[src/rtl/pin_xlate_pkg.sv]
package pin_xlate_pkg;

   typedef enum logic {
      WALK_IDLE = 1'b0,
      WALK_RUN  = 1'b1
   } walk_state_e;

   function automatic int unsigned idx_width(input int unsigned n);
      return (n > 1) ? $clog2(n) : 1;
   endfunction

endpackage

[src/rtl/pin_xlate_table.sv]
module pin_xlate_table #(
   parameter int unsigned N_ENTRIES = 4,
   parameter int unsigned FIELD_W   = 32,
   parameter int unsigned IDX_W     = 2
) (
   input  logic                              clk,
   input  logic                              rst_n,
   input  logic                              load,
   input  logic [IDX_W-1:0]                  load_idx,
   input  logic [FIELD_W-1:0]                load_pin_base,
   input  logic [FIELD_W-1:0]                load_par_base,
   input  logic [FIELD_W-1:0]                load_count,
   output logic [N_ENTRIES-1:0]              slot_vld,
   output logic [N_ENTRIES-1:0][FIELD_W-1:0] slot_pin_base,
   output logic [N_ENTRIES-1:0][FIELD_W-1:0] slot_par_base,
   output logic [N_ENTRIES-1:0][FIELD_W-1:0] slot_count
);

   for (genvar s = 0; s < N_ENTRIES; s++) begin : g_slot
      logic sel;
      assign sel = load && (load_idx == IDX_W'(s));

      always_ff @(posedge clk) begin
         if (!rst_n) begin
            slot_vld[s]      <= 1'b0;
            slot_pin_base[s] <= '0;
            slot_par_base[s] <= '0;
            slot_count[s]    <= '0;
         end else if (sel) begin
            slot_vld[s]      <= 1'b1;
            slot_pin_base[s] <= load_pin_base;
            slot_par_base[s] <= load_par_base;
            slot_count[s]    <= load_count;
         end
      end
   end

endmodule

[src/rtl/pin_xlate_match.sv]
module pin_xlate_match #(
   parameter int unsigned N_ENTRIES    = 4,
   parameter int unsigned FIELD_W      = 32,
   parameter bit          USE_RESERVED = 1'b1,
   parameter logic [FIELD_W-1:0] RESERVED_PIN = '1
) (
   input  logic [FIELD_W-1:0]                pin,
   input  logic [N_ENTRIES-1:0]              slot_vld,
   input  logic [N_ENTRIES-1:0][FIELD_W-1:0] slot_pin_base,
   input  logic [N_ENTRIES-1:0][FIELD_W-1:0] slot_par_base,
   input  logic [N_ENTRIES-1:0][FIELD_W-1:0] slot_count,
   output logic                              hit,
   output logic [FIELD_W-1:0]                parent
);

   localparam int unsigned EXT_W = FIELD_W + 1;

   logic [N_ENTRIES-1:0]              in_range;
   logic [N_ENTRIES-1:0][FIELD_W-1:0] mapped;
   logic                              any_hit;
   logic [FIELD_W-1:0]                first_map;
   logic                              reserved;

   for (genvar s = 0; s < N_ENTRIES; s++) begin : g_cmp
      logic [EXT_W-1:0] pin_x, lo_x, hi_x;
      assign pin_x       = {1'b0, pin};
      assign lo_x        = {1'b0, slot_pin_base[s]};
      assign hi_x        = lo_x + {1'b0, slot_count[s]};
      assign in_range[s] = slot_vld[s] && (pin_x >= lo_x) && (pin_x < hi_x);
      assign mapped[s]   = slot_par_base[s] + (pin - slot_pin_base[s]);
   end

   // lowest index wins: scan from the top so the lowest match is written last
   always_comb begin
      any_hit   = 1'b0;
      first_map = '0;
      for (int s = N_ENTRIES - 1; s >= 0; s--) begin
         if (in_range[s]) begin
            any_hit   = 1'b1;
            first_map = mapped[s];
         end
      end
   end

   if (USE_RESERVED) begin : g_reserved
      assign reserved = (pin == RESERVED_PIN);
   end else begin : g_no_reserved
      assign reserved = 1'b0;
   end

   assign hit    = any_hit && !reserved;
   assign parent = hit ? first_map : '0;

endmodule

[src/rtl/pin_xlate_walker.sv]
module pin_xlate_walker
   import pin_xlate_pkg::*;
#(
   parameter int unsigned FIELD_W = 32
) (
   input  logic               clk,
   input  logic               rst_n,
   input  logic               start,
   input  logic [FIELD_W-1:0] first_pin,
   input  logic [FIELD_W-1:0] length,
   output logic               busy,
   output logic [FIELD_W-1:0] cur_pin
);

   walk_state_e        state;
   logic [FIELD_W-1:0] remain;

   always_ff @(posedge clk) begin
      if (!rst_n) begin
         state   <= WALK_IDLE;
         cur_pin <= '0;
         remain  <= '0;
      end else begin
         unique case (state)
            WALK_IDLE: begin
               if (start && (length != '0)) begin
                  state   <= WALK_RUN;
                  cur_pin <= first_pin;
                  remain  <= length;
               end
            end
            WALK_RUN: begin
               if (remain == FIELD_W'(1)) begin
                  state <= WALK_IDLE;
               end else begin
                  cur_pin <= cur_pin + FIELD_W'(1);
               end
               remain <= remain - FIELD_W'(1);
            end
            default: state <= WALK_IDLE;
         endcase
      end
   end

   assign busy = (state == WALK_RUN);

endmodule

[src/rtl/pin_range_xlate.sv]
module pin_range_xlate
   import pin_xlate_pkg::*;
#(
   parameter int unsigned N_ENTRIES    = 4,
   parameter int unsigned FIELD_W      = 32,
   parameter bit          USE_RESERVED = 1'b1,
   parameter logic [FIELD_W-1:0] RESERVED_PIN = '1,
   localparam int unsigned IDX_W = idx_width(N_ENTRIES)
) (
   input  logic               clk,
   input  logic               rst_n,
   input  logic               wr_en,
   input  logic [IDX_W-1:0]   wr_idx,
   input  logic [FIELD_W-1:0] wr_pin_base,
   input  logic [FIELD_W-1:0] wr_parent_base,
   input  logic [FIELD_W-1:0] wr_count,
   output logic               load_busy,
   input  logic               q_valid,
   input  logic [FIELD_W-1:0] q_pin,
   output logic               res_valid,
   output logic               res_hit,
   output logic [FIELD_W-1:0] res_parent,
   output logic               dis_valid,
   output logic [FIELD_W-1:0] dis_pin
);

   if (N_ENTRIES < 1) begin : g_bad_entries
      $error("pin_range_xlate: N_ENTRIES must be at least 1");
   end
   if (FIELD_W < 2 || FIELD_W > 64) begin : g_bad_width
      $error("pin_range_xlate: FIELD_W must be within 2..64");
   end

   logic                              accept;
   logic                              walk_busy;
   logic [N_ENTRIES-1:0]              slot_vld;
   logic [N_ENTRIES-1:0][FIELD_W-1:0] slot_pin_base;
   logic [N_ENTRIES-1:0][FIELD_W-1:0] slot_par_base;
   logic [N_ENTRIES-1:0][FIELD_W-1:0] slot_count;
   logic                              m_hit;
   logic [FIELD_W-1:0]                m_parent;

   assign accept = wr_en && !walk_busy;

   pin_xlate_table #(
      .N_ENTRIES (N_ENTRIES),
      .FIELD_W   (FIELD_W),
      .IDX_W     (IDX_W)
   ) u_table (
      .clk           (clk),
      .rst_n         (rst_n),
      .load          (accept),
      .load_idx      (wr_idx),
      .load_pin_base (wr_pin_base),
      .load_par_base (wr_parent_base),
      .load_count    (wr_count),
      .slot_vld      (slot_vld),
      .slot_pin_base (slot_pin_base),
      .slot_par_base (slot_par_base),
      .slot_count    (slot_count)
   );

   pin_xlate_match #(
      .N_ENTRIES    (N_ENTRIES),
      .FIELD_W      (FIELD_W),
      .USE_RESERVED (USE_RESERVED),
      .RESERVED_PIN (RESERVED_PIN)
   ) u_match (
      .pin           (q_pin),
      .slot_vld      (slot_vld),
      .slot_pin_base (slot_pin_base),
      .slot_par_base (slot_par_base),
      .slot_count    (slot_count),
      .hit           (m_hit),
      .parent        (m_parent)
   );

   pin_xlate_walker #(
      .FIELD_W (FIELD_W)
   ) u_walker (
      .clk       (clk),
      .rst_n     (rst_n),
      .start     (accept),
      .first_pin (wr_pin_base),
      .length    (wr_count),
      .busy      (walk_busy),
      .cur_pin   (dis_pin)
   );

   always_ff @(posedge clk) begin
      if (!rst_n) begin
         res_valid  <= 1'b0;
         res_hit    <= 1'b0;
         res_parent <= '0;
      end else begin
         res_valid  <= q_valid;
         res_hit    <= q_valid && m_hit;
         res_parent <= (q_valid && m_hit) ? m_parent : '0;
      end
   end

   assign load_busy = walk_busy;
   assign dis_valid = walk_busy;

endmodule

[config.mk]
export PLATFORM = sky130hd
export DESIGN_NAME = pin_range_xlate
export DESIGN_NICKNAME = d
export VERILOG_FILES = /design/src/rtl/pin_xlate_pkg.sv /design/src/rtl/pin_xlate_table.sv /design/src/rtl/pin_xlate_match.sv /design/src/rtl/pin_xlate_walker.sv /design/src/rtl/pin_range_xlate.sv
export SDC_FILE = /design/constraint.sdc
export NUM_CORES = 2
export LEC_CHECK = 0
export CORE_MARGIN = 5
export CORE_UTILIZATION = 45
export DETAILED_ROUTE_END_ITERATION = 7
export GPL_TIMING_DRIVEN = 0
export PLACE_DENSITY = 0.76
export RECOVER_POWER = 25
export SLEW_MARGIN = 20
export SYNTH_ARGS = -nofsm -noshare
export SYNTH_HDL_FRONTEND = slang
export SYNTH_HIERARCHICAL = 1
export SYNTH_SLANG_ARGS = --single-unit
[constraint.sdc]
create_clock -name clk -period 5.3 [get_ports clk]
set_clock_uncertainty 0.1 [all_clocks]
set_input_delay 0.795 -clock clk [delete_from_list [all_inputs] [get_ports clk]]
set_output_delay 0.795 -clock clk [all_outputs]
set_load 0.01 [all_outputs]
* Word level (Yosys, flattened, before mapping)
Index checks and enable logic that the tools add are counted.
Operators by class: $add $sub $neg 14, multiply operators 0, divide/modulo/power cells 0, order comparisons 8, equal/unequal tests 7, shift operators 0, mux-type cells 16, bitwise gates (word level) 1, reductions and logical operators 22
Operators by type and width (number):
- $mux W32 | 7
- $add A32 B32 Y33 | 4
- $lt A32 B33 Y1 | 4
- $add A32 B32 Y32 | 4
- $ge A32 B32 Y1 | 4
- $pmux W32 S2 | 2
- $sub A32 B32 Y32 | 4
- $add A32 B1 Y32 const B | 1
- $eq A32 B1 Y1 const B | 1
- $eq A32 B32 Y1 const B | 1
- $reduce_bool A32 Y1 | 1
- $sub A32 B1 Y32 const B | 1
- $logic_and A1 B1 Y1 | 16
- $mux W1 | 6
- $eq A2 B2 Y1 const B | 2
- $reduce_and A3 Y1 | 1
- $eq A2 B1 Y1 const B | 1
- $logic_not A1 Y1 | 2
- $logic_not A2 Y1 | 1
- $ne A2 B1 Y1 const B | 1
- $ne A2 B2 Y1 const B | 1
- $pmux W1 S2 | 1
- $reduce_and A2 Y1 | 1
- $not A1 Y1 | 1
Word-level totals: register bits 487, latch bits 0, bits in writable memories 0, memory bits (read-only) 0, input bits 134, output and inout port bits 68, memories kept 0

* Depth between registers and ports, before layout
depth after elaboration 10, depth in mapped cells 26

* By module
Netlist, hierarchy kept.
Modules (own cells, without submodules):
- pin_xlate_match | instances 1, cells an instance 3129, area an instance 23133.4 um^2, seq. area each 0.0 um^2
- pin_xlate_table | instances 1, cells an instance 1361, area an instance 14114.8 um^2, seq. area each 7767.4 um^2
- pin_xlate_walker | instances 1, cells an instance 512, area an instance 3910.0 um^2, seq. area each 1301.2 um^2
- pin_range_xlate | instances 1, cells an instance 79, area an instance 1056.0 um^2, seq. area each 680.7 um^2

* Least setup slack after synthesis
OpenSTA, ideal clock, no wires.
path kind flip-flop to flip-flop, start register u_table/slot_pin_base[65] (netlist bit), end register res_parent[0], arrival 5.095 ns, required time 5.140 ns, slack 0.045 ns, stages on the path, launching flop included 24, buffers on the path 2, path through dfxtp_1 > ha_1 > a21o_1 > a21oi_1 > o21bai_1 > a2111o_1 > nand3_1 > a31oi_1 > o41ai_2 > a21oi_1 > o311a_1 > ha_1 > or4_1 > a221oi_1 > o311ai_1 > a211oi_1 > a2111o_1 > o211a_1 > buf_4 > buf_4 > nand2_1 > a311o_1 > a21oi_1 > and4_2
Between the ends: cells in the longest elaborated chain, start to end 9, elaborated cells on any way between the ends 14, those cells by class add/sub (1); order compare (2); mux (6); reduce/logical (5)
RTL lines:
- from (decl) | RTL line pin_xlate_table.sv:14 | output logic [N_ENTRIES-1:0][FIELD_W-1:0] slot_pin_base,
- from (signal, indexed assignment) | RTL line pin_xlate_table.sv:31 | slot_pin_base[s] <= load_pin_base;
- $add A32 B32 Y33 or $ge A32 B32 Y1 (tied branches) | RTL line pin_xlate_match.sv:28, pin_xlate_match.sv:29
- $lt A32 B33 Y1 or $logic_and A1 B1 Y1 (tied branches) | RTL line pin_xlate_match.sv:29 | assign in_range[s] = slot_vld[s] && (pin_x >= lo_x) && (pin_x < hi_x);
- $logic_and A1 B1 Y1 (*) | RTL line pin_xlate_match.sv:29
- $mux W1 (3 in a row) | RTL line pin_xlate_match.sv:38 | if (in_range[s]) begin
- $logic_and A1 B1 Y1 | RTL line pin_xlate_match.sv:51 | assign hit = any_hit && !reserved;
- $logic_and A1 B1 Y1 | RTL line pin_range_xlate.sv:98 | res_parent <= (q_valid && m_hit) ? m_parent : '0;
- $reduce_and A3 Y1 (no source line)
- to (signal assigned) | RTL line pin_range_xlate.sv:98
- to (decl) | RTL line pin_range_xlate.sv:22 | output logic [FIELD_W-1:0] res_parent,
Every way passes the cells marked *; elsewhere a longest branch is shown, timed or not. A chain may end at the register's enable or synchronous reset.

* Worst setup path in the final report
start register u_table/slot_pin_base[101] (netlist bit), end register res_parent[9]
Between the ends: cells in the longest elaborated chain, start to end 10, elaborated cells on any way between the ends 18, those cells by class add/sub (3); order compare (2); mux (8); reduce/logical (5)
RTL lines (RTL line):
- $add A32 B32 Y33 or $ge A32 B32 Y1 (tied branches) | pin_xlate_match.sv:28, pin_xlate_match.sv:29
- $lt A32 B33 Y1 or $logic_and A1 B1 Y1 (tied branches) | pin_xlate_match.sv:29
- $logic_and A1 B1 Y1 | pin_xlate_match.sv:29
- $mux W1 (4 in a row) | pin_xlate_match.sv:38
- $logic_and A1 B1 Y1 | pin_xlate_match.sv:51
- $logic_and A1 B1 Y1 | pin_range_xlate.sv:98
- $reduce_and A3 Y1 (no source line)
Parallel ways exist; a longest one is shown, timed or not.

==> metrics.cfg <==
[synthesis]
synth.net_count=5854
synth-seq-cells=487
synthAdderAreaFrac_pct=21.22
synth_edf_count=0
synth.cell_area_sq_um=42210
synth.distinct_cells=109
synth-simple-area-share_pct=16.22
netlist_instances=5081
synth_compound_area_share_pct=17.72
synthFlopType=dfxtp_1
postSynthAreaPerCell_sq_um=8.308
ys_warn_count=6
synth_xor_area_share_pct=4.647
ys_seq_area_share_pct=23.09
synthMuxAreaShare_pct=9.327
async_reset_ff_share_pct=0
synth_top_family_by_area=adder cells

[grt]
grt_pass1_vias=39380
grt.overflow.total=0
antenna_found_initial=3
grt_pass1_wl_um=234200
grt_max_degree=18
grt_usage_pct=30.71

[critical_path]
cp-start-kind=flop
end_kind=flop
path_class=reg2reg
r2r_cells=24
arrival_ps=6400
reg2reg_slack_ps=-620
r2r_start=u_table/slot_pin_base[101]
r2r_end=res_parent[9]
path_max_fanout=6
cp.required_ps=5780

[sta]
hold_viol=0
worst_slack_ps=-619.2
drv_slew=0
rsz0062_at_grt=true
setup-violations-final=33
period_needed_ps=5919
worstMarginPinSlew_ps=1269
max_slew_margin_pct=15.40
max_freq_ghz=0.1689
fin_crit_sh_pct=111.7

[finish]
layout-drive-gt1-share_pct=10.07
fin_cells=6726
final_common_cell=nand2_1
area_delta_synth_final_pct=19.20
nets=6194
layout_common_cells=696 x nand2_1, 597 x inv_1, 498 x ha_1

[clocking]
cts_inserted_buffers=58
clkSlewWorstSetupHoldPaths_ps=60
insertion_delay_ps=680
cts_root_buf=clkbuf_16
cts_tree=yes
cts_htree_levels=2
cts_hold_buf=0
clockBufferDepth=3
cts_sinks=487

[die]
die-area_sq_um=100000
rows=112
initial_core_util_pct=45.30
die_y_um=316.3
core_area_sq_um=93190
die_x_um=316.3
io_pins=202

[detailed_routing]
drtPass1Iterations=8
wl_met1_um=63750
vias=40480
routed_wl_um=160900
routed-wl-met2_um=70930
drc_errors=1
drt_iter0_drc=4101
route.met3.wl_um=14560
postRouteAntennaNets=0
routedWlPerCell_um=23.92
routed_via_density=6.018
top_layer=met5

[power_and_ir_drop]
pwr_density_cell_nw_per_um2=242.4
ir_worst_vdd_mv=0.2292
p_leak_nw=22.64
total_power_w=0.01220

[placement]
placed_cells=6536
dpl.hpwl_um=126600
gp_congestion=1.072
port_buffers=201

[status]
status=finished with violations
violations=design-rule violations, negative setup slack

[worst_hold_path]
worstHoldPathCells=2
min_path_type=reg2reg
worstHoldEndpoint=u_table/slot_vld[1]
worstHoldStart=u_table/slot_vld[1]

[run]
cap_viol_max_count=0

==> area by class of cell <==
cell class,instances,area (sq um)
Timing Repair Buffer,280,2861
Clock buffer,73,1618
Inverter,600,2257
Buffer,170,1184
Timing Repair inverter,1,8.758
Tap cell,1254,1569
Clock inverter,37,541.8
Sequential cell,487,9826
Antenna cell,1,2.502
Fill cell,8330,42870
Multi-Input combinational cell,3823,30450
==> worst max path at each step <==
stage,cells after the start,slack (ps),end,start
after floorplan,23,40,res_parent[0],u_table/slot_pin_base[65]
after global placement,23,-2150,res_parent[12],u_table/slot_pin_base[41]
after detailed placement,21,-2210,res_parent[10],u_table/slot_pin_base[41]
after CTS,25,-510,res_parent[9],u_table/slot_count[96]
after global routing,29,-780,res_parent[13],u_table/slot_count[65]
final,24,-620,res_parent[9],u_table/slot_pin_base[101]
==> layer usage <==
layer | vias to the layer above | track usage, %
met5 | - | 0
met3 | 531 | 5.163
met1 | 19360 | 38.92
met4 | 2 | 16.96
li1 | 18510 | -
met2 | 2083 | 49.95
==> state kept, by name, summed over array words and instances (netlist names) <==
name / cells
u_walker/cur_pin: 32
res_valid: 1
u_table/slot_pin_base: 128
u_walker/busy: 1
u_table/slot_count: 128
u_table/slot_vld: 4
u_walker/remain: 32
res_hit: 1
res_parent: 32
u_table/slot_par_base: 128
==> cells in the mapped netlist (28+ instances only) <==
| master | instances | share of area [%] |
|---|---|---|
| and4_1 | 39 | 0.81 |
| nand3_1 | 98 | 1.2 |
| and3_1 | 34 | 0.50 |
| o21bai_1 | 39 | 0.69 |
| nand4_1 | 59 | 0.87 |
| a21oi_1 | 313 | 3.7 |
| buf_2 | 54 | 0.64 |
| nor2b_1 | 36 | 0.53 |
| a21o_1 | 140 | 2.5 |
| o21a_1 | 55 | 0.98 |
| fa_1 | 128 | 6.1 |
| nor2_1 | 218 | 1.9 |
| nand2_1 | 698 | 6.2 |
| nor3_1 | 78 | 0.92 |
| xnor2_1 | 125 | 2.6 |
| ha_1 | 511 | 15 |
| buf_4 | 29 | 0.52 |
| xor2_1 | 99 | 2.1 |
| mux2i_1 | 390 | 9.2 |
| clkbuf_1 | 59 | 0.52 |
| a211oi_1 | 51 | 0.91 |
| nor4_1 | 28 | 0.41 |
| o211ai_1 | 37 | 0.66 |
| dfxtp_1 | 487 | 23 |
| o21ai_0 | 181 | 2.1 |
| nand2b_1 | 38 | 0.56 |
| a31oi_1 | 38 | 0.56 |
| inv_1 | 597 | 5.3 |
==> power breakdown <==
group | switching, W | internal [W] | leakage [nW]
combinational | 0.00220 | 0.00148 | 17.6
clock | 0.00186 | 0.00267 | 1.03
sequential | 0.000186 | 0.00380 | 3.98
==> metrics by stage <==
stage / cell area, sq um / worst slack (ps) / utilization, % / hold slack (ps) / setup TNS [ps]
2_1_floorplan: 42210 / 44.62 / - / 320.9 / 0
3_3_place_gp: 45800 / -2153 / 49.14 / 334.1 / -64880
3_5_place_dp: 45800 / -2206 / 49.15 / 337.2 / -65560
4_1_cts: 49900 / -514.4 / 53.55 / 346.9 / -13590
5_1_grt: 50320 / -776.9 / 53.99 / 376.2 / -23400
6_report: 50320 / -619.2 / 54.00 / 348.3 / -18070
==> logic make-up (layout without fill, tap and decap cells) <==
| logic type | Yosys count | in the layout |
|---|---|---|
| flip-flops | 487 | 487 |
| adder cells (fa/ha/maj) | 639 | 639 |
| other | 0 | 1 |
| AND/OR/NAND/NOR | 1454 | 1454 |
| XOR/XNOR | 224 | 224 |
| multiplexers | 393 | 393 |
| buffers and inverters | 771 | 1161 |
| AO/OA/AOI/OAI | 1113 | 1113 |
==> timing repair <==
item / CTS / global route
endpoints found under the setup margin: 33 / 33
pin swaps: 125 / 75
resized for setup: 301 / 60
buffers inserted: 55 / 21
gates cloned: 6 / 3
==> worst max-delay path, stage by stage (launching register included) <==
cell and delay (ps):
dfxtp_4 350, ha_4 260, a21o_1 220, or4_4 460, o211ai_1 190, buf_4 160
a31oi_1 190, o21ai_2 220, o2111ai_1 220, a31o_2 290, a21oi_1 190, xor2_1 110
ha_1 210, a2111o_1 470, a21oi_2 150, o211ai_1 100, o211ai_1 290, a31oi_4 110
or2_1 270, buf_6 150, buf_6 130, or3_4 390, a31oi_4 200, o211a_1 190
and4_1 190
Note: power is estimated with default switching activity, not from simulation.
